File: config.mk
export PLATFORM = sky130hd
export DESIGN_NAME = hash_in_status
export DESIGN_NICKNAME = d
export VERILOG_FILES = /design/src/rtl/hsts_pkg.sv /design/src/rtl/hsts_irq_flag.sv /design/src/rtl/hsts_word_counters.sv /design/src/rtl/hsts_ctrl_bits.sv /design/src/rtl/hash_in_status.sv
export SDC_FILE = /design/constraint.sdc
export NUM_CORES = 1
export LEC_CHECK = 0
export ABC_AREA = 1
export BUFFER_PORTS_ARGS = -buffer_cell sky130_fd_sc_hd__buf_2
export CAP_MARGIN = 20
export CELL_PAD_IN_SITES_DETAIL_PLACEMENT = 0
export CELL_PAD_IN_SITES_GLOBAL_PLACEMENT = 1
export CORE_MARGIN = 3
export CORE_UTILIZATION = 26
export CTS_BUF_LIST = sky130_fd_sc_hd__clkbuf_2
export CTS_CLUSTER_DIAMETER = 150
export DETAILED_ROUTE_END_ITERATION = 8
export GPL_TIMING_DRIVEN = 0
export PLACE_DENSITY_LB_ADDON = 0.1
export SETUP_SLACK_MARGIN = 0.05
export SLEW_MARGIN = 10
export SYNTH_ARGS = -nofsm -noshare
export SYNTH_HDL_FRONTEND = slang
export SYNTH_SLANG_ARGS = --single-unit
File: constraint.sdc
create_clock -name clk -period 1.6 [get_ports clk]
set_input_delay 0.32 -clock clk [delete_from_list [all_inputs] [get_ports clk]]
set_output_delay 0.32 -clock clk [all_outputs]
set_load 0.1 [all_outputs]
File: src/rtl/hsts_pkg.sv
package hsts_pkg;
  localparam int STS_W     = 32;
  localparam int CNT_W     = 5;
  localparam int POS_DIN   = 0;
  localparam int POS_DIG   = 1;
  localparam int POS_DMA   = 2;
  localparam int POS_BUSY  = 3;
  localparam int POS_PUSH  = 9;
  localparam int POS_NE    = 15;
  localparam int POS_EXP   = 16;

  typedef struct packed {
    logic             din_flag;
    logic             dig_flag;
    logic             dma_flag;
    logic             busy;
    logic [CNT_W-1:0] pushed;
    logic             not_empty;
    logic [CNT_W-1:0] expected;
  } sts_fields_t;

  function automatic logic [STS_W-1:0] pack_status(input sts_fields_t f);
    logic [STS_W-1:0] w;
    w = '0;
    w[POS_DIN]                = f.din_flag;
    w[POS_DIG]                = f.dig_flag;
    w[POS_DMA]                = f.dma_flag;
    w[POS_BUSY]               = f.busy;
    w[POS_PUSH +: CNT_W]      = f.pushed;
    w[POS_NE]                 = f.not_empty;
    w[POS_EXP +: CNT_W]       = f.expected;
    return w;
  endfunction
endpackage

File: src/rtl/hsts_irq_flag.sv
module hsts_irq_flag #(
  parameter logic RST_VAL = 1'b0
) (
  input  logic clk,
  input  logic rst_n,
  input  logic set_i,
  input  logic clr_i,
  output logic flag_o
);
  always_ff @(posedge clk) begin
    if (!rst_n)     flag_o <= RST_VAL;
    else if (set_i) flag_o <= 1'b1;
    else if (clr_i) flag_o <= 1'b0;
  end

  // a set in the same cycle as a clear must win
  p_set_wins_r2: assert property (@(posedge clk) disable iff (!rst_n)
    set_i |=> flag_o);
  // a clear without a set empties the flag
  p_clear_r3: assert property (@(posedge clk) disable iff (!rst_n)
    (clr_i && !set_i) |=> !flag_o);
endmodule

File: src/rtl/hsts_word_counters.sv
module hsts_word_counters #(
  parameter int BLOCK_WORDS = 16,
  parameter int CNT_W       = 5
) (
  input  logic             clk,
  input  logic             rst_n,
  input  logic             wr_i,
  input  logic             init_i,
  input  logic             reload_i,
  output logic [CNT_W-1:0] pushed_o,
  output logic [CNT_W-1:0] expected_o,
  output logic             start_o
);
  localparam logic [CNT_W-1:0] EXP_INIT = CNT_W'(BLOCK_WORDS + 1);
  localparam logic [CNT_W-1:0] EXP_BLK  = CNT_W'(BLOCK_WORDS);
  localparam logic [CNT_W-1:0] EXP_BLK1 = CNT_W'(BLOCK_WORDS - 1);
  localparam logic [CNT_W-1:0] CNT_MAX  = {CNT_W{1'b1}};
  localparam logic [CNT_W:0]   BLK_WIDE = (CNT_W+1)'(BLOCK_WORDS);

  logic [CNT_W-1:0] pushed_q, expected_q, pushed_n, expected_n;
  logic [CNT_W:0]   pushed_inc;
  logic             start_c, start_q;

  assign pushed_inc = {1'b0, pushed_q} + 1'b1;
  assign start_c    = wr_i && (expected_q == CNT_W'(1)) && !init_i && !reload_i;

  always_comb begin
    if (init_i)                           expected_n = EXP_INIT;
    else if (reload_i)                    expected_n = wr_i ? EXP_BLK1 : EXP_BLK;
    else if (wr_i && expected_q != '0)    expected_n = expected_q - 1'b1;
    else                                  expected_n = expected_q;
  end

  always_comb begin
    if (init_i)                 pushed_n = '0;
    else if (!wr_i)             pushed_n = pushed_q;
    else if (start_c)           pushed_n = (pushed_inc >= BLK_WIDE) ?
                                           CNT_W'(pushed_inc - BLK_WIDE) : '0;
    else if (pushed_q == CNT_MAX) pushed_n = CNT_MAX;
    else                        pushed_n = pushed_inc[CNT_W-1:0];
  end

  always_ff @(posedge clk) begin
    if (!rst_n) begin
      pushed_q   <= '0;
      expected_q <= EXP_INIT;
      start_q    <= 1'b0;
    end else begin
      pushed_q   <= pushed_n;
      expected_q <= expected_n;
      start_q    <= start_c;
    end
  end

  assign pushed_o   = pushed_q;
  assign expected_o = expected_q;
  assign start_o    = start_q;

  // a new message always restarts both counters
  p_init_load_r7: assert property (@(posedge clk) disable iff (!rst_n)
    init_i |=> (expected_o == EXP_INIT && pushed_o == '0));
  // the expected count never exceeds its initial load
  p_exp_range_r7: assert property (@(posedge clk) disable iff (!rst_n)
    expected_o <= EXP_INIT);
  // the start request never lasts two cycles
  p_start_pulse_r8: assert property (@(posedge clk) disable iff (!rst_n)
    start_o |=> !start_o);
  // the request comes with the expected count exhausted
  p_start_empty_r8: assert property (@(posedge clk) disable iff (!rst_n)
    start_o |-> expected_o == '0);
endmodule

File: src/rtl/hsts_ctrl_bits.sv
module hsts_ctrl_bits (
  input  logic clk,
  input  logic rst_n,
  input  logic dma_en_i,
  input  logic dma_active_i,
  input  logic core_start_i,
  input  logic core_end_i,
  input  logic wr_i,
  input  logic empty_i,
  output logic dma_o,
  output logic busy_o,
  output logic not_empty_o
);
  always_ff @(posedge clk) begin
    if (!rst_n) begin
      dma_o       <= 1'b0;
      busy_o      <= 1'b0;
      not_empty_o <= 1'b0;
    end else begin
      dma_o <= dma_en_i | (dma_o & dma_active_i);
      if (core_start_i)    busy_o <= 1'b1;
      else if (core_end_i) busy_o <= 1'b0;
      if (empty_i)         not_empty_o <= 1'b0;
      else if (wr_i)       not_empty_o <= 1'b1;
    end
  end

  // enabling DMA always raises the flag
  p_dma_set_r4: assert property (@(posedge clk) disable iff (!rst_n)
    dma_en_i |=> dma_o);
  // an active transfer holds the flag up
  p_dma_hold_r4: assert property (@(posedge clk) disable iff (!rst_n)
    (dma_o && dma_active_i) |=> dma_o);
  // a core start always shows as busy
  p_busy_r5: assert property (@(posedge clk) disable iff (!rst_n)
    core_start_i |=> busy_o);
  // INIT or DCAL empties the input register flag
  p_ne_clear_r9: assert property (@(posedge clk) disable iff (!rst_n)
    empty_i |=> !not_empty_o);
endmodule

File: src/rtl/hash_in_status.sv
module hash_in_status
  import hsts_pkg::*;
#(
  parameter int BLOCK_WORDS = 16,
  parameter int FREE_W      = 6
) (
  input  logic              clk,
  input  logic              rst_n,
  input  logic              din_wr,
  input  logic              init_cmd,
  input  logic              final_cmd,
  input  logic              dma_en,
  input  logic              dma_active,
  input  logic [FREE_W-1:0] fifo_free,
  input  logic              core_start,
  input  logic              partial_done,
  input  logic              digest_done,
  input  logic              sts_wr,
  input  logic [STS_W-1:0]  sts_wdata,
  input  logic              ie_din,
  input  logic              ie_dig,
  output logic [STS_W-1:0]  status,
  output logic              partial_start,
  output logic              irq,
  output logic              ctx_readable
);
  sts_fields_t f;
  logic room, room_q, din_set, din_clr, dig_clr;
  logic unused_wdata;

  assign unused_wdata = &{1'b0, sts_wdata[STS_W-1:2]};
  assign room    = fifo_free >= FREE_W'(BLOCK_WORDS);
  assign din_set = room && !room_q;
  assign din_clr = din_wr | (sts_wr & ~sts_wdata[POS_DIN]);
  assign dig_clr = init_cmd | (sts_wr & ~sts_wdata[POS_DIG]);

  always_ff @(posedge clk) begin
    if (!rst_n) room_q <= 1'b1;
    else        room_q <= room;
  end

  hsts_irq_flag #(.RST_VAL(1'b1)) u_din_flag (
    .clk(clk), .rst_n(rst_n), .set_i(din_set), .clr_i(din_clr), .flag_o(f.din_flag));

  hsts_irq_flag #(.RST_VAL(1'b0)) u_dig_flag (
    .clk(clk), .rst_n(rst_n), .set_i(digest_done), .clr_i(dig_clr), .flag_o(f.dig_flag));

  hsts_ctrl_bits u_ctrl (
    .clk(clk), .rst_n(rst_n), .dma_en_i(dma_en), .dma_active_i(dma_active),
    .core_start_i(core_start), .core_end_i(partial_done | digest_done),
    .wr_i(din_wr), .empty_i(init_cmd | final_cmd),
    .dma_o(f.dma_flag), .busy_o(f.busy), .not_empty_o(f.not_empty));

  hsts_word_counters #(.BLOCK_WORDS(BLOCK_WORDS), .CNT_W(CNT_W)) u_cnt (
    .clk(clk), .rst_n(rst_n), .wr_i(din_wr), .init_i(init_cmd),
    .reload_i(partial_done), .pushed_o(f.pushed), .expected_o(f.expected),
    .start_o(partial_start));

  assign status       = pack_status(f);
  assign irq          = (f.din_flag & ie_din) | (f.dig_flag & ie_dig);
  assign ctx_readable = f.din_flag;

  // context contents hidden whenever the data-input flag is low
  p_ctx_hidden_r10: assert property (@(posedge clk) disable iff (!rst_n)
    !status[POS_DIN] |-> !ctx_readable);
  // reserved bits stay zero
  p_reserved_r12: assert property (@(posedge clk) disable iff (!rst_n)
    (status & 32'hFFE0_41F0) == '0);
  // a data-input write with no new room clears the flag
  p_din_wr_clear_r2: assert property (@(posedge clk) disable iff (!rst_n)
    (din_wr && !din_set) |=> !status[POS_DIN]);
  // no interrupt when both enables are low
  p_irq_gate_r11: assert property (@(posedge clk) disable iff (!rst_n)
    (!ie_din && !ie_dig) |-> !irq);
endmodule

==> flow_summary_export.csv, run 1 <==
group,metric,value,unit
status,status,"finished clean",
cts,ctsHtreeMaxLevel,1,
yosys,yosysWarnings,0,
yosys,synth-seq-area-share,0.308,
routing,wl_met1,1.22,mm
layout,layout-drive-gt1-share,0.461,
yosys,synth_ff_type,"dfxtp_1",
cts,clock-root-buffer,"clkbuf_2",
routing,drtAntennaViolNets,0,
layout,antennaDiodeCount,0,
global_routing,track_usage,0.108,
timing,hold_viol,0,
timing,skew,3.78,ps
global_routing,grt_pass1_wl,4.42,mm
setup_path,required,1280,ps
power,powerDensity,786,nW/um2
setup_path,cp_top_family,"buffers and inverters",
setup_path,cp_slowest_cell,"buf_2",
yosys,synth_async_sr_flop_share,0,
yosys,syn-cell-area,1100,um2
floorplanning,die_area,5060,um2
routing,wl_per_cell,10.6,um
timing,clock.fmax,678,MHz
min_path,hp-class,"input port to register",
timing,rsz0062_at_grt,"no",
routing,dr_wl_met3,216,um
cts,cts_max_path_buffers,2,
routing,drt-initial-drc-count,27,
cts,cts.sinks,17,
timing,setup_violations,0,
global_routing,antenna_found_initial,0,
global_routing,grt_pass1_vias,932,
yosys,netlist-cell-type-count,26,
cts,cts_setup_buffers,0,
placement,hpwl,2.13,mm
cts,cts_tree,"done",
power,p_leak,0.764,nW
floorplanning,start_util,0.272,
timing,fin_crit,1470,ps
floorplanning,die_h,71.2,um
cts,cts_buffers,3,
floorplanning,fp.dieW,71.2,um
routing,met2_length,1.24,mm
floorplanning,rows,23,
setup_path,setup.worst_path.class,"register to output pin",
routing,first_pass_iters,4,
global_routing,grt-ovfl-total,0,
job,maxCapViolCount,0,
setup_path,cp_num_buf_inv,1,
yosys,synth_top_cell_area_share,0.308,
layout,fin_nets,261,
layout,finalInstanceArea,1490,um2
setup_path,cp_cell_sequence,"buf_2",
cts,clk-insertion-delay-late,300,ps
setup_path,worstPathArrival,1150,ps
routing,top_layer,"met4",
placement,gp_congestion,0.802,
floorplanning,core-area,4060,um2
timing,whs,151,ps
routing,vias,1021,
yosys,synth_area_leaders,"dfxtp_1, buf_4, nand2_1, ha_1, nand3_1",
setup_path,crit_path_max_fanout,6,
placement,place_area,1460,um2
power,p_total,0.00117,W
yosys,synth-edff-count,0,
routing,drc,0,
yosys,synthTopCellsByCount,"nand2_1, buf_4, dfxtp_1",
setup_path,critPathLaunchType,"register",
yosys,yosys.area.top_type,"dfxtp_1",
cts,clk_pin_slew_worst_paths,180,ps
layout,syn_to_final_growth,35.4,%
yosys,yosysMostFrequentCell,"nand2_1",
yosys,syn_area_per_cell,7.36,um2
floorplanning,ioPinCount,86,
global_routing,grt_max_degree,11,
timing,setup_tns,0,ps
timing,slew_viol_final,0,
power,peakVddDrop,485,uV
setup_path,endpoint_kind,"output pin",
yosys,syn_inst,150,
placement,portBuffers,34,
routing,via_per_inst,4.02,
setup_path,critPathMaxStageDelay,430,ps
routing,wirelength,2.69,mm
yosys,ys_ff_latch,17,
timing,fin_crit_sh,0.922,
[cells by family (layout without fill, tap and decap cells)]
group | count (synthesis) | in the layout | share of synthesized area
AND/OR/NAND/NOR | 60 | 60 | 0.251
buffers and inverters | 43 | 81 | 0.239
other | 1 | 17 | 0.00340
adder cells (fa/ha/maj) | 5 | 5 | 0.0567
flip-flops | 17 | 17 | 0.308
XOR/XNOR | 3 | 3 | 0.0238
AO/OA/AOI/OAI | 21 | 21 | 0.118
[final timing paths]
check | from | endpoint | slack, ps | depth (start not counted)
worst max-delay path | u_cnt.pushed_o[0] | status[9] | 130 | 1
worst min-delay path | final_cmd | u_ctrl.not_empty_o | 150 | 2
worst max register to register | u_cnt.pushed_o[0] | u_cnt.pushed_o[2] | 220 | 7
worst min register to register | room_q | u_din_flag.flag_o | 450 | 1
[metal layers]
layer | vias to the layer above | track usage
met5 | - | 0
met4 | 0 | 0.0125
met3 | 2 | 0.0369
met2 | 37 | 0.178
met1 | 430 | 0.141
li1 | 552 | -
[placed cells by master, fill, tap and decap left out, types with 3 or more instances in the layout]
| cell type | instances |
|---|---|
| conb_1 | 17 |
| dfxtp_1 | 6 |
| nand3_1 | 9 |
| clkbuf_4 | 4 |
| clkbuf_2 | 3 |
| inv_2 | 6 |
| nor2_1 | 13 |
| buf_4 | 25 |
| a21oi_1 | 5 |
| o21ai_0 | 3 |
| o211ai_1 | 4 |
| nand3_2 | 3 |
| inv_1 | 13 |
| o21ai_1 | 3 |
| buf_2 | 27 |
| dfxtp_4 | 6 |
| ha_1 | 3 |
| nand2_1 | 26 |
| a31oi_1 | 3 |
| dfxtp_2 | 5 |
| nand2_2 | 4 |
[stage by stage]
step / worst slack, ps / cells / util
6_report: 125 / 254 / 0.368
3_3_place_gp: 256 / 250 / 0.359
2_1_floorplan: 51.9 / 166 / -
3_5_place_dp: 246 / 250 / 0.359
4_1_cts: 54.0 / 254 / 0.366
5_1_grt: 50.6 / 254 / 0.368
[report_power, final]
part           internal, W  switching (W)  total [W]
clock network    0.0000566       0.000144   0.000201
logic             0.000108       0.000413   0.000521
registers         0.000436      0.0000164   0.000452
[sequential cells by signal, summed over array words and instances, names as in the netlist]
| name | flops |
|---|---|
| u_cnt.pushed_o | 5 |
| u_dig_flag.flag_o | 1 |
| u_ctrl.dma_o | 1 |
| u_cnt.expected_o | 5 |
| u_din_flag.flag_o | 1 |
| u_ctrl.busy_o | 1 |
| room_q | 1 |
| u_ctrl.not_empty_o | 1 |
| u_cnt.start_o | 1 |
[cell type report]
cell class,count,area (um2)
Buffer,23,176
Fill cell,458,2560
Sequential cell,17,369
Clock inverter,1,5.00
Inverter,20,87.6
Multi-Input combinational cell,106,591
Clock buffer,3,15.0
Tap cell,50,62.6
Timing Repair Buffer,34,188
[timing repair]
| item | in CTS | in global routing |
|---|---|---|
| endpoints found under the hold margin | 0 | 0 |
| endpoints found under the setup margin | 3 | 4 |
| hold buffers | 0 | 0 |
| resized for setup | 3 | 4 |
Note: power is estimated with default switching activity, not from simulation.
==> inputs of run 2 (changes only) <==
Settings changed: CTS_CLUSTER_DIAMETER 150 to 50, RECOVER_POWER set to 25.
==> flow_summary_export.csv, run 2 (synthesized netlist as in run 1, its figures left out) <==
group,metric,value,unit
timing,rsz0062_at_grt,"no",
timing,slew_viol_final,0,
routing,drtAntennaViolNets,0,
cts,ctsHtreeMaxLevel,1,
global_routing,grt_max_degree,11,
floorplanning,core-area,4060,um2
layout,layout-drive-gt1-share,0.436,
power,peakVddDrop,488,uV
setup_path,endpoint_kind,"output pin",
timing,setup_violations,0,
floorplanning,die_h,71.2,um
floorplanning,start_util,0.272,
global_routing,grt_pass1_wl,4.42,mm
global_routing,grt_pass1_vias,932,
routing,vias,1023,
setup_path,setup.worst_path.class,"register to output pin",
floorplanning,fp.dieW,71.2,um
routing,wl_per_cell,10.6,um
setup_path,cp-startpoint,"u_cnt.expected_o[0]",
floorplanning,ioPinCount,86,
cts,clk_pin_slew_worst_paths,170,ps
global_routing,track_usage,0.108,
routing,via_per_inst,4.03,
layout,final_cell_mix,"nand2_1, buf_2, buf_4",
timing,whs,149,ps
power,powerDensity,792,nW/um2
setup_path,cp_slowest_cell,"buf_2",
timing,skew,2.27,ps
setup_path,cp_top_family,"buffers and inverters",
setup_path,worst-path-stages,1,
placement,dp_worst_setup_slack,246,ps
cts,clk-insertion-delay-late,300,ps
setup_path,cp_cell_sequence,"buf_2",
routing,drt-initial-drc-count,27,
layout,syn_to_final_growth,34.5,%
timing,clock.fmax,671,MHz
timing,hold_viol,0,
cts,clock-root-buffer,"clkbuf_2",
layout,regArea,360,um2
cts,cts_resized,3,
timing,fin_crit,1490,ps
placement,dp.cells,250,
placement,hpwl,2.13,mm
setup_path,r2r-end,"u_cnt.pushed_o[2]",
routing,drc,0,
layout,multi_input_area,591,um2
timing,setup_tns,0,ps
layout,stdcell_count,254,
routing,wirelength,2.70,mm
layout,antennaDiodeCount,0,
timing,fin_crit_sh,0.931,
status,status,"finished clean",
placement,gp_congestion,0.802,
setup_path,crit_path_max_fanout,4,
global_routing,antenna_found_initial,0,
cts,cts_setup_buffers,0,
setup_path,required,1280,ps
layout,fin_nets,261,
setup_path,worstPathArrival,1170,ps
setup_path,critPathMaxStageDelay,450,ps
setup_path,ff2ff_setup_slack,220,ps
placement,portBuffers,34,
floorplanning,die_area,5060,um2
cts,holdBufCountCts,0,
setup_path,r2r_start,"u_cnt.pushed_o[0]",
setup_path,reg2reg_depth,7,
routing,first_pass_iters,4,
setup_path,cp_num_buf_inv,1,
cts,cts_max_path_buffers,2,
power,p_leak,0.762,nW
floorplanning,rows,23,
min_path,hp-class,"input port to register",
layout,n_fill_cell,463,
cts,cts_buffers,3,
cts,cts_tree,"done",
job,maxCapViolCount,0,
timing,finalWorstSetupSlack,110,ps
cts,cts.sinks,17,
setup_path,critPathLaunchType,"register",
setup_path,crit_end,"status[16]",
global_routing,grt-ovfl-total,0,
==> run 2: cell types whose count changed in the layout (fill, tap and decap cells not counted), sizes merged <==
cell / change
buf: -1
clkbuf: +1
==> run 2: metrics by stage <==
step	total power, W	instance area (um2)	utilization
after floorplan	0.000911	1220	-
after detailed placement	0.000976	1460	0.359
after global placement	0.000975	1460	0.359
final	0.00118	1480	0.366
after global routing	0.00124	1480	0.366
after CTS	0.00120	1480	0.366
==> run 2: area by class of cell <==
class                      instances  share of cell area
buffer                            23               0.119
clock buffer                       3              0.0101
clock inverter                     1             0.00337
inverter                          20              0.0590
multi-input combinational        106               0.398
sequential                        17               0.243
tap                               50              0.0422
timing repair buffer              34               0.126
==> run 2: power by group <==
part	switching, W	internal, W	leakage, nW	total, W
registers	0.0000164	0.000437	0.143	0.000454
logic	0.000413	0.000107	0.603	0.000521
clock network	0.000145	0.0000566	0.0164	0.000202
==> run 2: worst min-delay path by stage <==
stage | start | to | slack, ps | cells past startpoint
after CTS | final_cmd | u_ctrl.not_empty_o | 120 | 2
after detailed placement | room_q | u_din_flag.flag_o | 430 | 1
after floorplan | rst_n | room_q | 390 | 1
final | final_cmd | u_ctrl.not_empty_o | 150 | 2
after global routing | final_cmd | u_ctrl.not_empty_o | 110 | 2
after global placement | room_q | u_din_flag.flag_o | 420 | 1
==> run 2: layer usage <==
| metal | vias up | part of all wire | GRT usage |
|---|---|---|---|
| li1 | 551 | - | - |
| met1 | 435 | 0.46 | 0.141 |
| met2 | 35 | 0.46 | 0.178 |
| met3 | 2 | 0.075 | 0.0369 |
| met4 | 0 | 0.0044 | 0.0125 |
| met5 | - | 0 | 0 |
==> inputs of run 3 (changes only) <==
Settings changed: ABC_AREA 1 to not set, ABC_CLOCK_PERIOD_IN_PS set to 1600.
==> flow_summary_export.csv, run 3 <==
group,metric,value,unit
routing,drt-initial-drc-count,26,
setup_path,worst-path-stages,6,
routing,via_per_inst,4.36,
routing,first_pass_iters,4,
floorplanning,die_area,4870,um2
timing,slew_headroom,0.591,
floorplanning,rows,22,
timing,clock.fmax,652,MHz
placement,gp_congestion,0.838,
cts,clock-root-buffer,"clkbuf_2",
setup_path,setup.worst_path.class,"register to register",
global_routing,grt_pass1_vias,929,
layout,n_fill_cell,407,
placement,portBuffers,33,
status,status,"finished clean",
layout,finalInstanceArea,1590,um2
cts,cts_tree,"done",
setup_path,cp_num_buf_inv,1,
layout,layout_commonest_cell,"buf_4",
power,p_total,0.00118,W
min_path,worstHoldEndpoint,"u_ctrl.not_empty_o",
cts,cts_buffers,3,
yosys,synth_area_leaders,"dfxtp_1, buf_4, ha_1, a31oi_1, inv_1",
layout,layout-drive-gt1-share,0.522,
setup_path,critPathMaxStageDelay,390,ps
min_path,hp-class,"input port to register",
setup_path,required,1830,ps
global_routing,grt_max_degree,11,
routing,wl_per_cell,12.0,um
global_routing,antenna_found_initial,0,
setup_path,reg2reg_depth,6,
floorplanning,core-area,3800,um2
floorplanning,die_h,69.8,um
layout,antennaDiodeCount,0,
floorplanning,ioPinCount,86,
layout,syn_to_final_growth,50.4,%
yosys,synth_async_sr_flop_share,0,
power,p_leak,0.724,nW
setup_path,critPathLaunchType,"register",
timing,skew,5.24,ps
layout,final_cell_mix,"buf_4, buf_2, conb_1",
cts,clk-insertion-delay-late,300,ps
yosys,syn_inst,127,
yosys,synth-seq-area-share,0.322,
timing,finalWorstSetupSlack,66.3,ps
global_routing,grt-ovfl-total,0,
yosys,netlist-cell-type-count,33,
min_path,hp-start,"final_cmd",
yosys,ys_ff_latch,17,
routing,drtAntennaViolNets,0,
timing,worst_slew_pin_slew,614,ps
timing,rsz0062_at_grt,"yes",
setup_path,ff2ff_setup_slack,70,ps
routing,wirelength,2.81,mm
timing,fin_crit,1530,ps
min_path,min_path_cells,2,
yosys,synth_top_cell_area_share,0.322,
yosys,synthTopCellsByCount,"buf_4, dfxtp_1, inv_1, nor2_1, a31oi_1",
job,maxCapViolCount,0,
floorplanning,fp.dieW,69.8,um
yosys,yosysWarnings,0,
yosys,yosysMostFrequentCell,"buf_4",
timing,setup_tns,0,ps
cts,ctsHtreeMaxLevel,1,
placement,hpwl,2.00,mm
cts,holdBufCountCts,0,
power,powerDensity,740,nW/um2
yosys,syn_area_per_cell,8.32,um2
global_routing,grt_pass1_wl,4.42,mm
routing,drc,0,
cts,clk_pin_slew_worst_paths,170,ps
timing,fin_crit_sh,0.959,
setup_path,r2r_start,"u_cnt.expected_o[1]",
setup_path,endpoint_kind,"register",
yosys,syn-cell-area,1060,um2
yosys,yosys.area.top_type,"dfxtp_1",
setup_path,worstPathArrival,1770,ps
placement,dp_worst_setup_slack,25.2,ps
routing,vias,1021,
placement,place_area,1460,um2
cts,cts_max_path_buffers,2,
setup_path,r2r-end,"u_cnt.pushed_o[4]",
layout,fin_nets,243,
yosys,synth_ff_type,"dfxtp_1",
floorplanning,start_util,0.278,
cts,cts.sinks,17,
timing,setup_violations,0,
power,peakVddDrop,369,uV
global_routing,track_usage,0.110,
setup_path,crit_path_max_fanout,5,
yosys,synth-edff-count,0,
timing,hold_viol,0,
setup_path,cp_cell_sequence,"inv_4 > ha_4 > nor4b_4 > nand2_2 > or3b_1 > a31oi_1",
setup_path,cp_top_family,"simple AND/OR/NAND/NOR gates",
setup_path,cp_slowest_cell,"dfxtp_4",
timing,slew_viol_final,0,
timing,whs,157,ps
[run 3: cell types whose count changed after synthesis, sizes merged, moves of 3 or more]
cell	previous run	this run
a31oi	3	7
inv	20	10
nand2	30	5
nand2b	0	4
nand3	12	3
nand3b	0	3
nor2	16	10
nor2b	0	6
o211ai	4	0
[run 3: cell type report]
class | instances | area (um2) | area share
Buffer | 25 | 178 | 0.112
Clock buffer | 4 | 20.0 | 0.0126
Inverter | 10 | 40.0 | 0.0252
Multi-Input combinational cell | 91 | 691 | 0.434
Sequential cell | 17 | 372 | 0.234
Tap cell | 48 | 60.1 | 0.0378
Timing Repair Buffer | 39 | 230 | 0.145
[run 3: worst max-delay path by stage]
stage | end | start | slack [ps]
after detailed placement | u_cnt.pushed_o[0] | u_cnt.expected_o[1] | 30
after floorplan | u_cnt.pushed_o[2] | u_cnt.pushed_o[1] | -60
after global routing | u_cnt.pushed_o[4] | u_cnt.expected_o[1] | -20
after CTS | u_cnt.pushed_o[2] | u_cnt.pushed_o[1] | 20
final | u_cnt.pushed_o[4] | u_cnt.expected_o[1] | 70
after global placement | u_cnt.pushed_o[2] | u_cnt.pushed_o[1] | 20
[run 3: what timing repair did]
action,CTS,global route
resized for setup,5,13
buffers inserted,4,2
endpoints found under the setup margin,10,13
pin swaps,3,7
[run 3: kinds of logic (layout without fill, tap and decap cells)]
| group | Yosys count | in the layout | share of synthesized area |
|---|---|---|---|
| and+or+nand+nor | 42 | 42 | 0.240 |
| buffers and inverters | 35 | 78 | 0.204 |
| AOI/OAI and AO/OA | 25 | 25 | 0.153 |
| DFF | 17 | 17 | 0.322 |
| adders and majority gates | 5 | 5 | 0.0592 |
| muxes | 2 | 2 | 0.0189 |
| other | 1 | 17 | 0.00355 |
[run 3: worst reg2reg max path: cells and delay by family (launching register included)]
| family | cells | cell delay [ps] |
|---|---|---|
| simple gates | 3 | 770 |
| flops | 1 | 390 |
| fa+ha+maj | 1 | 130 |
| compound gates | 1 | 120 |
| buf+inv | 1 | 70 |
[run 3: per-stage QoR]
stage           util  std cells
2_1_floorplan      -        143
3_3_place_gp   0.384        224
3_5_place_dp   0.384        224
4_1_cts        0.401        232
5_1_grt        0.419        234
6_report       0.419        234
[run 3: per-layer routing]
layer	wire [um]	vias up	global-route usage
met5	0	-	0
met4	52	0	0.0255
met3	229	6	0.0391
met2	1330	48	0.177
met1	1190	446	0.139
li1	-	521	-
[run 3: where the power goes]
| group | internal, W | switching, W |
|---|---|---|
| clock network | 0.0000662 | 0.000143 |
| registers | 0.000432 | 0.0000173 |
| logic | 0.000124 | 0.000395 |
